### src/rtl/trap_pkg.sv
package trap_pkg;

    localparam int unsigned NUM_FLAGS = 8;
    localparam int unsigned NUM_B     = 4;
    localparam int unsigned VEC_W     = 8;
    localparam int unsigned LVL_W     = 2;

    localparam int unsigned FLG_NMI    = 7;
    localparam int unsigned FLG_STKOF  = 6;
    localparam int unsigned FLG_STKUF  = 5;
    localparam int unsigned FLG_SBRK   = 4;
    localparam int unsigned FLG_PROT   = 3;
    localparam int unsigned FLG_ILLW   = 2;
    localparam int unsigned FLG_PARITY = 1;
    localparam int unsigned FLG_UNDOP  = 0;

    localparam logic [VEC_W-1:0] VEC_FAULT = 8'h0A;

    typedef enum logic [LVL_W-1:0] {
        LVL_NONE  = 2'd0,
        LVL_FAULT = 2'd1,
        LVL_URG   = 2'd2
    } lvl_e;

    typedef struct packed {
        lvl_e             lvl;
        logic [VEC_W-1:0] vec;
    } pick_t;

    // Higher index wins within the urgent class; urgent number = 2*(NUM_FLAGS-i).
    function automatic pick_t pick_winner(input logic [NUM_FLAGS-1:0] f);
        pick_t r;
        r.lvl = LVL_NONE;
        r.vec = '0;
        if (|f[NUM_B-1:0]) begin
            r.lvl = LVL_FAULT;
            r.vec = VEC_FAULT;
        end
        for (int i = NUM_B; i < NUM_FLAGS; i++) begin
            if (f[i]) begin
                r.lvl = LVL_URG;
                r.vec = VEC_W'(2 * (NUM_FLAGS - i));
            end
        end
        return r;
    endfunction

endpackage

### src/rtl/trap_flag_bank.sv
module trap_flag_bank
    import trap_pkg::*;
(
    input  logic                 clk,
    input  logic                 rst,
    input  logic                 clr_all,
    input  logic [NUM_FLAGS-1:0] hw_set,
    input  logic                 we,
    input  logic [NUM_FLAGS-1:0] wdata,
    output logic [NUM_FLAGS-1:0] flags
);

    for (genvar g = 0; g < NUM_FLAGS; g++) begin : g_bit
        always_ff @(posedge clk) begin
            if (rst || clr_all) begin
                flags[g] <= 1'b0;
            end else if (hw_set[g]) begin
                flags[g] <= 1'b1;
            end else if (we) begin
                flags[g] <= wdata[g];
            end
        end
    end

endmodule

### src/rtl/trap_arbiter.sv
module trap_arbiter
    import trap_pkg::*;
(
    input  logic [NUM_FLAGS-1:0] flags,
    output pick_t                win
);

    always_comb begin
        win = pick_winner(flags);
    end

endmodule

### src/rtl/trap_service_tracker.sv
module trap_service_tracker
    import trap_pkg::*;
(
    input  logic clk,
    input  logic rst,
    input  logic clr_all,
    input  logic enter,
    input  lvl_e enter_lvl,
    input  logic leave,
    output lvl_e cur_lvl
);

    // bit 1: urgent level active, bit 0: fault level active
    logic [1:0] act_q;
    logic [1:0] act_d;

    always_comb begin
        act_d = act_q;
        if (leave) begin
            if (act_d[1]) begin
                act_d[1] = 1'b0;
            end else begin
                act_d[0] = 1'b0;
            end
        end
        if (enter) begin
            case (enter_lvl)
                LVL_URG:   act_d[1] = 1'b1;
                LVL_FAULT: act_d[0] = 1'b1;
                default:   ;
            endcase
        end
    end

    always_ff @(posedge clk) begin
        if (rst || clr_all) begin
            act_q <= '0;
        end else begin
            act_q <= act_d;
        end
    end

    always_comb begin
        if (act_q[1]) begin
            cur_lvl = LVL_URG;
        end else if (act_q[0]) begin
            cur_lvl = LVL_FAULT;
        end else begin
            cur_lvl = LVL_NONE;
        end
    end

endmodule

### src/rtl/trap_prio_ctrl.sv
module trap_prio_ctrl
    import trap_pkg::*;
(
    input  logic                 clk,
    input  logic                 rst,
    input  logic                 rst_hw_i,
    input  logic                 rst_sw_i,
    input  logic                 rst_wdt_i,
    input  logic                 ev_nmi_i,
    input  logic                 ev_stkof_i,
    input  logic                 ev_stkuf_i,
    input  logic                 ev_sbrk_i,
    input  logic                 ev_prot_i,
    input  logic                 ev_illw_i,
    input  logic                 ev_parity_i,
    input  logic                 ev_undop_i,
    input  logic                 reg_we_i,
    input  logic [7:0]           reg_wdata_i,
    output logic [7:0]           flags_o,
    input  logic                 trap_ack_i,
    input  logic                 trap_ret_i,
    output logic                 trap_req_o,
    output logic [7:0]           trap_vec_o,
    output logic [1:0]           trap_lvl_o,
    output logic [1:0]           inserv_lvl_o,
    output logic                 rst_req_o
);

    logic                 any_rst_src;
    logic [NUM_FLAGS-1:0] hw_set;
    logic [NUM_FLAGS-1:0] flags;
    pick_t                win;
    lvl_e                 cur_lvl;
    logic                 req;

    assign any_rst_src = rst_hw_i | rst_sw_i | rst_wdt_i;

    always_comb begin
        hw_set             = '0;
        hw_set[FLG_NMI]    = ev_nmi_i;
        hw_set[FLG_STKOF]  = ev_stkof_i;
        hw_set[FLG_STKUF]  = ev_stkuf_i;
        hw_set[FLG_SBRK]   = ev_sbrk_i;
        hw_set[FLG_PROT]   = ev_prot_i;
        hw_set[FLG_ILLW]   = ev_illw_i;
        hw_set[FLG_PARITY] = ev_parity_i;
        hw_set[FLG_UNDOP]  = ev_undop_i;
    end

    trap_flag_bank u_flags (
        .clk     (clk),
        .rst     (rst),
        .clr_all (any_rst_src),
        .hw_set  (hw_set),
        .we      (reg_we_i),
        .wdata   (reg_wdata_i),
        .flags   (flags)
    );

    trap_arbiter u_arb (
        .flags (flags),
        .win   (win)
    );

    assign req = (win.lvl > cur_lvl);

    trap_service_tracker u_svc (
        .clk       (clk),
        .rst       (rst),
        .clr_all   (any_rst_src),
        .enter     (trap_ack_i & req),
        .enter_lvl (win.lvl),
        .leave     (trap_ret_i),
        .cur_lvl   (cur_lvl)
    );

    always_ff @(posedge clk) begin
        if (rst) begin
            rst_req_o <= 1'b0;
        end else begin
            rst_req_o <= any_rst_src;
        end
    end

    assign flags_o      = flags;
    assign trap_req_o   = req;
    assign trap_vec_o   = win.vec;
    assign trap_lvl_o   = win.lvl;
    assign inserv_lvl_o = cur_lvl;

endmodule

### config.mk
export PLATFORM = sky130hd
export DESIGN_NAME = trap_prio_ctrl
export DESIGN_NICKNAME = d
export VERILOG_FILES = /design/src/rtl/trap_pkg.sv /design/src/rtl/trap_flag_bank.sv /design/src/rtl/trap_arbiter.sv /design/src/rtl/trap_service_tracker.sv /design/src/rtl/trap_prio_ctrl.sv
export SDC_FILE = /design/constraint.sdc
export NUM_CORES = 1
export LEC_CHECK = 0
export ABC_AREA = 1
export BUFFER_PORTS_ARGS = -buffer_cell sky130_fd_sc_hd__buf_4
export CAP_MARGIN = 20
export CORE_UTILIZATION = 30
export DETAILED_ROUTE_END_ITERATION = 7
export MAX_ROUTING_LAYER = met4
export PLACE_DENSITY = 0.65
export SLEW_MARGIN = 0
export SYNTH_ARGS = -nofsm -noshare
export SYNTH_HDL_FRONTEND = slang
export SYNTH_SLANG_ARGS = --single-unit
### constraint.sdc
create_clock -name clk -period 3.5 [get_ports clk]
set_input_delay 0.35 -clock clk [delete_from_list [all_inputs] [get_ports clk]]
set_output_delay 0.35 -clock clk [all_outputs]
set_load 0.01 [all_outputs]
==> key figures <==
Detailed routing
  – Routed Antenna Nets: 0
  – Initial detailed-routing violation count: 11
  – Routed WL: 1.42 mm
  – Routed WL per cell: 9.23 um
  – Vias/cell: 4.31
  – 1st-pass router iterations: 3
  – Vias: 664
  – DRC: 0

Synth
  – Syn_area_per_cell: 6.97 um2
  – Area contributors post-synth: dfxtp_1, a21oi_1, inv_1
  – Post-Synthesis Cell Area: 613 um2
  – Ys async rst share: 0%
  – Synth Instances: 88
  – Synth Area in Adders: 4.08%
  – Ys flop type: dfxtp_1
  – Synth Area in XOR/XNOR: 0%
  – Synth Register Bits: 11
  – Synth top area share: 35.9%
  – Number of enable flip-flop cells after synthesis: 0
  – Largest family of logic cells by synthesized area: simple AND/OR/NAND/NOR gates
  – Mux cell area share after synthesis: 0%
  – Post-synthesis compound-gate area fraction: 19.6%
  – Top post-synthesis cells by count: a21oi_1, inv_1, nand2_1
  – Cell taking the most area after synthesis: dfxtp_1
  – Netlist cell types: 15
  – Sequential area share after synthesis: 35.9%
  – Count leader, synth: a21oi_1
  – Syn. warnings: 0
  – Synth Area in Simple Gates: 21.2%

Floorplanning
  – Die footprint: 0.00223 mm2
  – Row Count: 15
  – IO Count: 46
  – Core Box Area: 0.00182 mm2
  – Die X: 47.2 um
  – Initial Util: 33.7%
  – Die height: 47.2 um

Global routing
  – Met3 usage: 2.31%
  – Total track usage: 16.0%
  – Largest net degree at the start of global routing: 11
  – GR met2 Demand/Resource: 27.2%
  – Met1 usage: 18.7%
  – Initial antenna violation count: 0
  – GR Overflow Total: 0
  – First-pass GRT wire length: 2.46 mm
  – Number of global-route vias before repair: 614
  – Busiest grt layer: met2

Placed design
  – Inst Count DP: 150
  – GPL Wtd Cong: 0.685
  – Dpl hpwl: 1.21 mm
  – I/O Buffers: 40

Clock tree
  – Worst-case clock buffer depth: 2
  – Inserted Clock Buffers: 3
  – Clock transition at path regs: 0.07 ns
  – Resized Gates After CTS: 0
  – # Post-CTS Setup Buffers: 0
  – Clk_lat worst skew: 0.26 ns
  – Htree depth: 1
  – TritonCTS clock tree: done
  – Clk sinks: 11
  – CTS Root Buffer Type: clkbuf_4
  – Hold-fix buffers, CTS: 0

Critical path
  – Reg2Reg Depth: 11
  – R2R Setup Slk: 1.93 ns
  – FF-to-FF End: u_svc.act_q[1]$_SDFF_PP0_
  – CP Data Required Time: 3.15 ns
  – Crit end category: output pin
  – CP Class: register to output pin
  – Delay of the slowest critical-path stage: 0.36 ns
  – Crit path launch: u_flags.flags[5]$_SDFFE_PP0P_
  – Worst path arrival time: 1.62 ns
  – Worst-path cell chain: nor2_4 -> nand2_2 -> inv_1 -> nand2_2 -> ha_1 -> nand2_1 -> nand2_1 -> nand2_1 -> inv_1 -> buf_4
  – Most used cell, CP: nand2_1
  – Worst Path Max Fanout: 4
  – Critical-path top delay cell: dfxtp_1
  – R2r startpoint: u_flags.flags[2]$_SDFFE_PP0P_
  – Crit start category: register

Timing
  – WHS: 0.246 ns
  – Clk_skew: 0.00278 ns
  – RSZ-0062 raised after global routing: false
  – Fin Setup TNS: 0 ns
  – Max Slew Vio Count: 0
  – Fmax: 508 MHz
  – Final setup violation count: 0
  – Final Cycle Share: 56.2%
  – Final hold viol count: 0
  – Crit path time final: 1.97 ns

Final layout
  – Layout cells sized above 1: 38.0%
  – Multi-input gate area: 294 um2
  – Final core utilization: 51.4%
  – FF/Latch Area: 220 um2
  – Post-route insts no fill: 154
  – Area growth syn-to-layout: 52.7%
  – Inserted Diodes: 0
  – Fillers: 189
  – Nets: 156

Pwr
  – Clock share of power: 29.8%
  – Pint: 207 uW
  – Sequential power share: 46.7%
  – Net load switching power: 71.5 uW
  – Comb pwr share: 23.5%
  – Worst IR Drop VDD: 0.000176 V
  – PD cells: 298 mW/mm2
  – Sw frac: 25.7%
  – Static Leak: 0.000495 uW
  – Final Power: 279 uW

Run status
  – Status: completed

Worst hold path
  – Hold EP: rst_req_o$_SDFF_PP0_
  – WHS Path Cells: 2
  – Hold Crit Class: input port to register
  – Hold Crit Start: rst

Flow run
  – Max-Cap Viols: 0
## cells by family (layout without fill, tap and decap cells)
group	after synthesis	in the layout
fa+ha+maj	2	2
buf+inv	24	61
simple gates	27	27
flops	11	11
compound gates	23	23
other cells	1	5
## critical path, delay by kind of cell (launching register included)
kind / cells / cell delay [ns]
adder cells (fa/ha/maj): 1 / 0.29
buffers and inverters: 3 / 0.25
AND/OR/NAND/NOR: 6 / 0.46
flip-flops: 1 / 0.36
## worst max path at each step
stage                     cells past startpoint  slack (ns)    endpoint
final                                        10        1.53  trap_req_o
after global routing                         10        1.38  trap_req_o
after CTS                                    10        1.50  trap_req_o
after detailed placement                     10        1.81  trap_req_o
after global placement                       10        1.82  trap_req_o
after floorplan                               9        1.91  trap_req_o
## layout make-up
type                       count  area share, %
tap                           25           3.34
inverter                      17           6.82
sequential                    11           23.5
timing repair buffer          40           32.1
multi-input combinational     57           31.4
clock buffer                   4           2.81
## power groups by stage
stage          Sequential [uW]  Combinational (uW)  Clock (uW)
6_report                   130                65.6        83.0
4_1_cts                    130                66.5        87.9
2_1_floorplan              134                32.6           0
5_1_grt                    130                74.6        95.4
3_3_place_gp               133                64.8           0
3_5_place_dp               133                66.4           0
## cells in the final DEF, fill, tap and decap left out, drive strengths merged
cell / count
a21oi: 19
nor2: 7
nand2: 19
dfxtp: 11
clkbuf: 4
inv: 17
conb: 5
o21ai: 3
a31oi: 1
nand4: 1
ha: 2
buf: 40
## stage by stage
| step | instance area (um2) | setup slack [ns] |
|---|---|---|
| 4_1_cts | 936 | 1.50 |
| 2_1_floorplan | 628 | 1.91 |
| 6_report | 936 | 1.53 |
| 3_3_place_gp | 910 | 1.82 |
| 3_5_place_dp | 910 | 1.81 |
| 5_1_grt | 936 | 1.38 |
## flip-flops by register name, indices dropped and copies added, names as in the netlist
signal / cells
u_flags.flags: 8
rst_req_o: 1
u_svc.act_q: 2
## per-layer routing
| layer | vias to the layer above | share of wire [%] |
|---|---|---|
| met5 | - | 0 |
| met4 | 0 | 0 |
| met3 | 0 | 4.2 |
| met2 | 20 | 54 |
| met1 | 299 | 42 |
| li1 | 345 | - |
(Power assumes the default switching activity.)
